**src/rtl/qlvl_pkg.sv**
```systemverilog
package qlvl_pkg;
  localparam int NSTAT    = 5;
  localparam int BIT_CMD  = 0;
  localparam int BIT_RXA  = 1;
  localparam int BIT_NACK = 2;
  localparam int BIT_ARB  = 3;
  localparam int BIT_OVF  = 4;

  typedef logic [NSTAT-1:0] stat_t;

  // bits that hold until cleared; the rest follow a level each cycle
  localparam stat_t STICKY_MASK = 5'b11100;
endpackage

```
**src/rtl/qlvl_thresh.sv**
```systemverilog
module qlvl_thresh #(
  parameter int DEPTH = 16,
  parameter int LVLW  = $clog2(DEPTH + 1),
  parameter bit IS_RX = 1'b0
) (
  input  logic [LVLW-1:0] level,
  input  logic [1:0]      code,
  output logic            hit
);
  localparam int QTR  = DEPTH / 4;
  localparam int HALF = DEPTH / 2;

  logic [LVLW-1:0] thr;

  generate
    if (IS_RX) begin : g_rx
      // receive side: fill at or above threshold
      always_comb begin
        case (code)
          2'd0:    thr = LVLW'(1);
          2'd1:    thr = LVLW'(QTR);
          2'd2:    thr = LVLW'(HALF);
          default: thr = LVLW'(DEPTH);
        endcase
      end
      assign hit = (level >= thr);
    end else begin : g_cmd
      // command side: fill at or below threshold
      always_comb begin
        case (code)
          2'd0:    thr = '0;
          2'd1:    thr = LVLW'(QTR);
          2'd2:    thr = LVLW'(HALF);
          default: thr = LVLW'(DEPTH - 1);
        endcase
      end
      assign hit = (level <= thr);
    end
  endgenerate
endmodule

```
**src/rtl/qlvl_status_reg.sv**
```systemverilog
module qlvl_status_reg
  import qlvl_pkg::*;
(
  input  logic  clk,
  input  logic  rst_n,
  input  stat_t src,   // level value or event pulse per bit
  input  stat_t clr,   // write-one-to-clear mask, already qualified
  output stat_t q
);
  generate
    for (genvar i = 0; i < NSTAT; i++) begin : g_bit
      always_ff @(posedge clk) begin
        if (!rst_n)
          q[i] <= 1'b0;
        else if (STICKY_MASK[i])
          q[i] <= (q[i] & ~clr[i]) | src[i];
        else
          q[i] <= src[i];
      end
    end
  endgenerate
endmodule

```
**src/rtl/qlvl_ien.sv**
```systemverilog
module qlvl_ien
  import qlvl_pkg::*;
(
  input  logic  clk,
  input  logic  rst_n,
  input  logic  ctrl_enable,
  input  logic  set_valid,
  input  stat_t set_mask,
  input  logic  clr_valid,
  input  stat_t clr_mask,
  output stat_t ien
);
  stat_t set_eff, clr_eff, nxt;

  always_comb begin
    set_eff = set_valid ? set_mask : '0;
    clr_eff = clr_valid ? clr_mask : '0;
    nxt     = (ien | set_eff) & ~clr_eff;
    if (!ctrl_enable)
      nxt[BIT_CMD] = 1'b0;
  end

  always_ff @(posedge clk) begin
    if (!rst_n) ien <= '0;
    else        ien <= nxt;
  end
endmodule

```
**src/rtl/qlvl_irq_unit.sv**
```systemverilog
module qlvl_irq_unit
  import qlvl_pkg::*;
#(
  parameter int DEPTH = 16,
  parameter int LVLW  = $clog2(DEPTH + 1)
) (
  input  logic            clk,
  input  logic            rst_n,
  input  logic            ctrl_enable,
  input  logic [LVLW-1:0] cmd_level,
  input  logic [LVLW-1:0] rx_level,
  input  logic [1:0]      cmd_thr_code,
  input  logic [1:0]      rx_thr_code,
  input  logic            ev_nack,
  input  logic            ev_arb_lost,
  input  logic            rx_push,
  input  logic            ien_set_valid,
  input  logic [4:0]      ien_set_mask,
  input  logic            ien_clr_valid,
  input  logic [4:0]      ien_clr_mask,
  input  logic            stat_clr_valid,
  input  logic [4:0]      stat_clr_mask,
  output logic            rx_store_o,
  output logic [4:0]      raw_status,
  output logic [4:0]      masked_status,
  output logic [4:0]      ien_o,
  output logic            irq
);
  logic  cmd_hit, rx_hit, rx_full;
  stat_t src, clr_eff, raw_q, ien_q;

  qlvl_thresh #(.DEPTH(DEPTH), .LVLW(LVLW), .IS_RX(1'b0)) u_cmd_thr (
    .level(cmd_level), .code(cmd_thr_code), .hit(cmd_hit)
  );

  qlvl_thresh #(.DEPTH(DEPTH), .LVLW(LVLW), .IS_RX(1'b1)) u_rx_thr (
    .level(rx_level), .code(rx_thr_code), .hit(rx_hit)
  );

  assign rx_full    = (rx_level == LVLW'(DEPTH));
  assign rx_store_o = rx_push & ~rx_full;

  always_comb begin
    src           = '0;
    src[BIT_CMD]  = cmd_hit;
    src[BIT_RXA]  = rx_hit;
    src[BIT_NACK] = ev_nack;
    src[BIT_ARB]  = ev_arb_lost;
    src[BIT_OVF]  = rx_push & rx_full;
    clr_eff       = stat_clr_valid ? (stat_clr_mask & STICKY_MASK) : '0;
  end

  qlvl_status_reg u_stat (
    .clk(clk), .rst_n(rst_n), .src(src), .clr(clr_eff), .q(raw_q)
  );

  qlvl_ien u_ien (
    .clk(clk), .rst_n(rst_n), .ctrl_enable(ctrl_enable),
    .set_valid(ien_set_valid), .set_mask(ien_set_mask),
    .clr_valid(ien_clr_valid), .clr_mask(ien_clr_mask),
    .ien(ien_q)
  );

  assign raw_status    = raw_q;
  assign ien_o         = ien_q;
  assign masked_status = raw_q & ien_q;
  assign irq           = |masked_status;
endmodule

```
**config.mk**
```make
export PLATFORM = sky130hd
export DESIGN_NAME = qlvl_irq_unit
export DESIGN_NICKNAME = d
export VERILOG_FILES = /design/src/rtl/qlvl_pkg.sv /design/src/rtl/qlvl_thresh.sv /design/src/rtl/qlvl_status_reg.sv /design/src/rtl/qlvl_ien.sv /design/src/rtl/qlvl_irq_unit.sv
export SDC_FILE = /design/constraint.sdc
export NUM_CORES = 1
export LEC_CHECK = 0
export BUFFER_PORTS_ARGS = -buffer_cell sky130_fd_sc_hd__buf_2
export CAP_MARGIN = 20
export CORE_MARGIN = 2
export CORE_UTILIZATION = 32
export DETAILED_ROUTE_END_ITERATION = 10
export HOLD_SLACK_MARGIN = 0.15
export PLACE_DENSITY_LB_ADDON = 0.25
export SYNTH_ARGS = -nofsm -noshare
export SYNTH_HDL_FRONTEND = slang
export SYNTH_SLANG_ARGS = --single-unit
```
**constraint.sdc**
```tcl
create_clock -name clk -period 1.3 [get_ports clk]
set_clock_uncertainty 0.2 [all_clocks]
set_input_delay 0.065 -clock clk [delete_from_list [all_inputs] [get_ports clk]]
set_output_delay 0.065 -clock clk [all_outputs]
set_load 0.02 [all_outputs]
```
Word-level counts from Yosys, hierarchy flattened
Cells that the tools add are included.
Widths: inputs -> output; s select.
Storage, ports and cells
  register bits after elaboration: 10
  input port bits: 38
  output and inout port bits: 17
Operators by class
  $lt $le $gt $ge: 2
  equality and inequality tests: 5
  multiplexer cells: 5
  bitwise logic cells: 16
  reductions and logical operators: 4
Operators by type and width (number)
  $mux 5: 3
  $pmux 5 s3: 1
  $pmux 4 s3: 1
  $and 5x5->5: 2
  $and 1x1->1: 5
  $eq 5x5->1 const B: 1
  $ge 5x5->1: 1
  $le 5x4->1: 1
  $not 5->5: 1
  $or 5x5->5: 1
  $reduce_or 5->1: 1
  $eq 2x1->1 const B: 2
  $eq 2x2->1 const B: 2
  $logic_not 2->1: 2
  $not 1->1: 4
  $or 1x1->1: 3
  $reduce_and 2->1: 1

Longest topological paths before layout
Gate-level depths: netlist (run 1).
  depth after elaboration: 4
  gate-level depth with buffers: 5
  gate-level depth less buffers: 5

By module
A second synthesis (run 1) with hierarchy kept.
Second synthesis, totals
  cells, all modules: 73
  area, all modules: 671.9 um2
Modules (own cells, without submodules)
  qlvl_status_reg: instances 1, cells each 13, area each 176.4 um2, seq. area each 100.1 um2
  qlvl_ien: instances 1, cells each 17, area each 170.2 um2, seq. area each 100.1 um2
  qlvl_thresh (u_cmd_thr): instances 1, cells each 16, area each 120.1 um2, seq. area each 0.0 um2
  qlvl_thresh (u_rx_thr): instances 1, cells each 13, area each 108.9 um2, seq. area each 0.0 um2
  qlvl_irq_unit: instances 1, cells each 14, area each 96.3 um2, seq. area each 0.0 um2

Worst setup path after synthesis (run 1)
Ideal clock, no wire load.
  path type: flip-flop to output port
  start: reg u_stat.q[1]
  end: out irq
  arrival time: 1332 ps
  slack: -297 ps
  cell stages (with the launch flop): 4
  buffers on the path: 0
  path through: dfxtp_1 and2_1 or2_1 or4_1
Between the ends
  cells in the longest elaborated chain, start to end: 2
Ends and longest elaborated chain
  start, declared: RTL line qlvl_status_reg.sv:8  | output stat_t q
  start signal, assigned by index: RTL line qlvl_status_reg.sv:16  | q[i] <= (q[i] & ~clr[i]) | src[i];
  start signal, assigned by index: RTL line qlvl_status_reg.sv:18  | q[i] <= src[i];
  $and 5x5->5: RTL line qlvl_irq_unit.sv:66  | assign masked_status = raw_q & ien_q;
  via masked_status[1]: RTL line qlvl_irq_unit.sv:25  | output logic [4:0] masked_status,
  $reduce_or 5->1: RTL line qlvl_irq_unit.sv:67  | assign irq = |masked_status;
  end, declared: RTL line qlvl_irq_unit.sv:27  | output logic irq
The timed path passes the listed nets, and every way through them passes these cells.

Worst setup path in the final report (run 1)
  start: reg u_stat.q[1]
  end: out irq
Between the ends
  cells in the longest elaborated chain, start to end: 2
Ends and longest elaborated chain (RTL line)
  $and 5x5->5: qlvl_irq_unit.sv:66
  $reduce_or 5->1: qlvl_irq_unit.sv:67
No other way between the ends.

==> flow_summary.ini, run 1 <==
[routing]
drc_errors = 0
drt_iter0_drc = 4
ant_nets = 0
via_per_inst = 4.64
drt_wl_total_um = 2430
wire_per_inst_um = 12.6
drt_first_pass_iters = 3
vias = 896

[synth]
ys_ff_latch = 10
synth_fp_nets = 124
avgSynthCellArea_um2 = 7.84
synthXorXnorAreaFrac_pct = 0
synthesis.area_um2 = 612
ys_async_sr_fraction_pct = 0
synth_top_family_by_area = simple AND/OR/NAND/NOR gates
synthFlopType = dfxtp_1
ys_seq_area_share_pct = 32.7
yosys_warnings = 0
muxShareOfSynthArea_pct = 0
synth-compound-area-share_pct = 15.5
synthAdderAreaFrac_pct = 16.4
synth_edf_count = 0
syn_inst = 78
synth.distinct_cells = 24
synthSimpleGateAreaFrac_pct = 31.1

[timing]
hold_viol_final = 0
rsz0062_at_grt = true
period_share_pct = 136
max_slew_margin_pct = 84.8
worst_slack_ns = -0.469
worst_slew_pin_slew_ns = 0.227
hold-worst-slack_ns = 0.0507
fin_crit_ns = 1.77
clock.fmax_ghz = 0.565
maxSlewViolCount = 0
setup_viol = 2

[final_layout]
fillers = 126
area_growth_pct = 115
finalNonFillerCells = 193
final_nets = 215
final_core_util_pct = 74.4
n_antenna_cell = 0
layout-drive-gt1-share_pct = 46.4

[placement]
port_buffers = 52
placed_cells = 164
dp_hpwl_um = 1470
gp_congestion = 0.726

[global_routing]
grt_pass1_wl_um = 3190
gr-total-overflow = 0
grt_max_degree = 12
antenna_found_initial = 0
grt_use_total_pct = 20.0
grt_pass1_vias = 866

[power]
peakVddDrop_v = 0.000381
power_density_mw_per_mm2 = 708
p_leak_uw = 0.000702
total_power_uw = 929

[floorplan]
start_util_pct = 34.7
num_rows = 15
io_pins = 55
die_w_um = 47.7
coreArea_mm2 = 0.00176
die-area_mm2 = 0.00228
fp.dieH_um = 47.7

[run_status]
violations = setup timing
status = complete, but fails checks

[clock_tree]
htree_levels = 1
cts_buffers = 3
cts_tree = done
clock_latency_ns = 0.26
clock-sinks = 10
max-clock-path-buffers = 2
clkTransAtPathRegs_ns = 0.07
cts-root-buf = clkbuf_4

[worst_setup_path]
end_kind = output port
ff2ff_setup_slack_ns = 0.28
critical_path.max_fanout = 2
cp.required_ns = 1.03
timing.rr.start = u_ien.ien[3]$_SDFF_PN0_
critPathKind = reg -> out
r2r_end = u_ien.ien[3]$_SDFF_PN0_
r2r_cells = 3
cp_data_arrival_time_ns = 1.50
startpoint = u_stat.q[1]$_SDFF_PN0_
critPathLaunchType = register
critPathCapture = irq

[job]
maxCapViolCount = 0

[hold_path]
hold_class = in -> reg
==> metrics by stage <==
| step | worst slack, ns | instance area [µm²] | TNS, ns |
|---|---|---|---|
| CTS | -0.463 | 1270 | -0.779 |
| finish | -0.469 | 1310 | -0.488 |
| floorplan | -0.168 | 628 | -0.202 |
| detailed placement | -0.220 | 991 | -0.402 |
| global route | -0.504 | 1310 | -0.560 |
| global placement | -0.182 | 991 | -0.360 |
==> where the power goes <==
group	total, µW	internal [µW]	switching [µW]
Sequential	335	326	8.79
Combinational	315	174	142
Clock	278	170	108
==> worst max-delay path, cell delays in order (launching register included) <==
cell and delay [ns]:
dfxtp_2 0.32, and2_4 0.14, or2_1 0.22, or4_4 0.42
buf_6 0.15
==> Yosys cell counts, types with 2 or more instances <==
cell | number | area, µm²
nor2_1 | 6 | 22.5
inv_1 | 6 | 22.5
and2_1 | 4 | 25.0
nand2b_1 | 2 | 12.5
o21ai_0 | 2 | 10.0
nand2_1 | 14 | 52.6
ha_1 | 8 | 100
dfxtp_1 | 10 | 200
nor2b_1 | 3 | 18.8
a21oi_1 | 9 | 45.0
==> cells by family after synthesis <==
family,count (synthesis)
adder cells (fa/ha/maj),8
AO/OA/AOI/OAI,16
AND/OR/NAND/NOR,37
flip-flops,10
buffers and inverters,7
==> state kept, by name, indices dropped and copies added, names as in the netlist <==
name / flops
u_stat.q: 5
u_ien.ien: 5
==> how the worst min path moves through the flow <==
stage / startpoint / to / slack [ns] / cells after the start
global placement: ien_clr_mask[0] / u_ien.ien[0]$_SDFF_PN0_ / 0.05 / 2
floorplan: ien_clr_valid / u_ien.ien[0]$_SDFF_PN0_ / -0.04 / 1
CTS: rx_level[1] / u_stat.q[1]$_SDFF_PN0_ / 0.03 / 4
global route: rx_level[1] / u_stat.q[1]$_SDFF_PN0_ / 0.09 / 4
finish: cmd_level[3] / u_stat.q[0]$_SDFF_PN0_ / 0.05 / 5
detailed placement: ien_clr_mask[0] / u_ien.ien[0]$_SDFF_PN0_ / 0.05 / 2
==> final cells by class <==
| cell class | instances | area (µm²) | share of cell area (%) |
|---|---|---|---|
| timing repair buffer | 87 | 601 | 45.8 |
| multi-input combinational | 61 | 417 | 31.7 |
| sequential | 10 | 205 | 15.6 |
| clock buffer | 4 | 36.3 | 2.76 |
| tap | 25 | 31.3 | 2.38 |
| inverter | 6 | 22.5 | 1.72 |
==> layout by cell type, fill, tap and decap left out, drive strengths merged, types with 2 or more instances in the layout <==
cell type / synthesis / layout
nand2b: 2 / 2
nand2: 14 / 14
buf: 0 / 62
clkbuf: 1 / 5
ha: 8 / 8
nor2b: 3 / 3
dlygate4sd3: 0 / 24
nor2: 6 / 6
and2: 5 / 5
a21oi: 9 / 9
o21ai: 2 / 2
dfxtp: 10 / 10
inv: 6 / 6
==> metal layers <==
metal	GRT usage (%)	wire [µm]
met1	18.7	898
met3	4.91	155
met5	0	0
met4	8.11	17
met2	40.3	1360
==> timing repair <==
action	4_1_cts	5_1_grt
hold endpoints to repair	10	3
gates resized for setup	2	7
endpoints found under the setup margin	1	5
hold buffers	24	2
setup buffers	0	1
pin swaps	0	7
No activity file was read; power rests on OpenSTA's default activity.
==> run 2: changes to the inputs <==
--- a/config.mk
+++ b/config.mk
@@ -12,6 +12,7 @@
 export DETAILED_ROUTE_END_ITERATION = 10
 export HOLD_SLACK_MARGIN = 0.15
 export PLACE_DENSITY_LB_ADDON = 0.25
+export REMOVE_ABC_BUFFERS = 1
 export SYNTH_ARGS = -nofsm -noshare
 export SYNTH_HDL_FRONTEND = slang
 export SYNTH_SLANG_ARGS = --single-unit
==> run 2 against run 1 <==
  * The flow still finishes with violations (setup timing)
  * Global-route usage increased by 0.35 points
  * Via count decreased by 0.22%
  * Critical path depth is the same
  * Critical endpoint unchanged
  * Largest cell class unchanged
  * Final cell count down 2.6%
  * Sequential power about the same
  * Combinational power is 5% lower
  * Sequential share of layout area increased by 0.53 points
  * Power down 9.0%
==> flow_summary.ini, run 2 (synthesis results as in run 1) <==
[routing]
via_per_inst = 4.76
drt_wl_total_um = 2260
drc_errors = 0
vias = 894
ant_nets = 0
wire_per_inst_um = 12.0
drt_first_pass_iters = 4
drt_iter0_drc = 6

[worst_setup_path]
critPathLaunchType = register
cp_data_arrival_time_ns = 1.49
cp.required_ns = 1.03
end_kind = output port
critical_path.max_fanout = 2
critPathKind = reg -> out

[power]
peakVddDrop_v = 0.000350
p_leak_uw = 0.000667
total_power_uw = 845
power_density_mw_per_mm2 = 678

[final_layout]
largestRegisters = u_ien.ien x5, u_stat.q x5
seq_area_um2 = 201
fin_area_mm2 = 0.00125
n_antenna_cell = 0
final_core_util_pct = 70.6
area_growth_pct = 104
layout-drive-gt1-share_pct = 42.9
fillers = 146
mostFrequentLayoutCells = buf_2 (51), dlygate4sd3_1 (23), nand2_1 (14), a21oi_1 (9), dfxtp_1 (9)
final_nets = 211
multi_input_area_um2 = 412
mostFrequentLayoutCell = buf_2

[timing]
worst_slack_ns = -0.456
maxSlewViolCount = 0
clock.fmax_ghz = 0.569
fin_crit_ns = 1.76
setup_viol = 1
period_share_pct = 135
max_slew_margin_pct = 85.0
rsz0062_at_grt = true
hold_viol_final = 0
worst_slew_pin_slew_ns = 0.223
timing.setup.tns_ns = -0.456

[clock_tree]
clock-sinks = 10
max-clock-path-buffers = 2
cts_buffers = 3
cts_tree = done
clock_latency_ns = 0.26
cts-root-buf = clkbuf_4
htree_levels = 1
clkTransAtPathRegs_ns = 0.06

[global_routing]
grt_use_total_pct = 20.4
grt_max_degree = 12
gr-total-overflow = 0
use_met2_pct = 40.3
grt_busiest_layer = met2
grt_util_met1_pct = 19.7
grt_pass1_vias = 854
use_met3_pct = 4.15
grt_pass1_wl_um = 3260
antenna_found_initial = 0

[run_status]
violations = setup timing
status = complete, but fails checks

[floorplan]
num_rows = 15
io_pins = 55
die_w_um = 47.7
coreArea_mm2 = 0.00176
fp.dieH_um = 47.7
start_util_pct = 34.7
die-area_mm2 = 0.00228

[hold_path]
hold_class = in -> reg

[placement]
place_area_um2 = 960
dp_hpwl_um = 1530
gp_congestion = 0.801
port_buffers = 52

[job]
maxCapViolCount = 0
==> run 2: report_power, final <==
part           leakage, µW  internal (µW)  switching, µW  total [µW]
Clock            0.0000138            107            105         212
Sequential       0.0000826            325           8.61         334
Combinational     0.000570            164            135         300
Total             0.000667            596            249         845
==> run 2: area by class of cell <==
class / instances / share of cell area (%)
flip-flops and latches: 10 / 16.2
multi-input cells: 61 / 33.0
repair buffers: 83 / 44.7
inverters: 6 / 1.81
well taps: 25 / 2.51
clock buffers: 3 / 1.81
==> run 2: worst max-delay path, stage by stage, from the launching register on <==
cell and delay (ns):
dfxtp_1 0.31, and2_4 0.15, or2_1 0.21, or4_4 0.41
buf_6 0.14
==> run 2: what timing repair did <==
item | CTS | global route
hold buffers | 24 | 1
endpoints found under the hold margin | 10 | 3
gates resized for setup | 0 | 11
pin swaps | 0 | 2
endpoints found under the setup margin | 1 | 4
buffers inserted | 0 | 0
==> run 2: final timing paths <==
check	from	endpoint	slack (ns)	cells past startpoint
setup / recovery	u_ien.ien[2]$_SDFF_PN0_	irq	-0.46	4
hold / removal	cmd_level[3]	u_stat.q[0]$_SDFF_PN0_	0.03	5
setup reg to reg	u_stat.q[4]$_SDFF_PN0_	u_stat.q[4]$_SDFF_PN0_	0.35	3
hold reg to reg	u_ien.ien[4]$_SDFF_PN0_	u_ien.ien[4]$_SDFF_PN0_	0.38	3
==> run 2: metal layers <==
| layer | share of wire, % | up-vias |
|---|---|---|
| met2 | 53 | 41 |
| met5 | 0 | - |
| met1 | 37 | 406 |
| li1 | - | 442 |
| met3 | 8.7 | 5 |
| met4 | 1.2 | 0 |
==> run 2: stage by stage <==
stage / hold WS, ns / setup slack, ns / std cells
detailed placement: 0.0580 / -0.252 / 162
global placement: 0.0486 / -0.194 / 162
finish: 0.0347 / -0.456 / 188
floorplan: -0.0421 / -0.297 / 77
global route: 0.0693 / -0.483 / 188
CTS: 0.0121 / -0.464 / 189
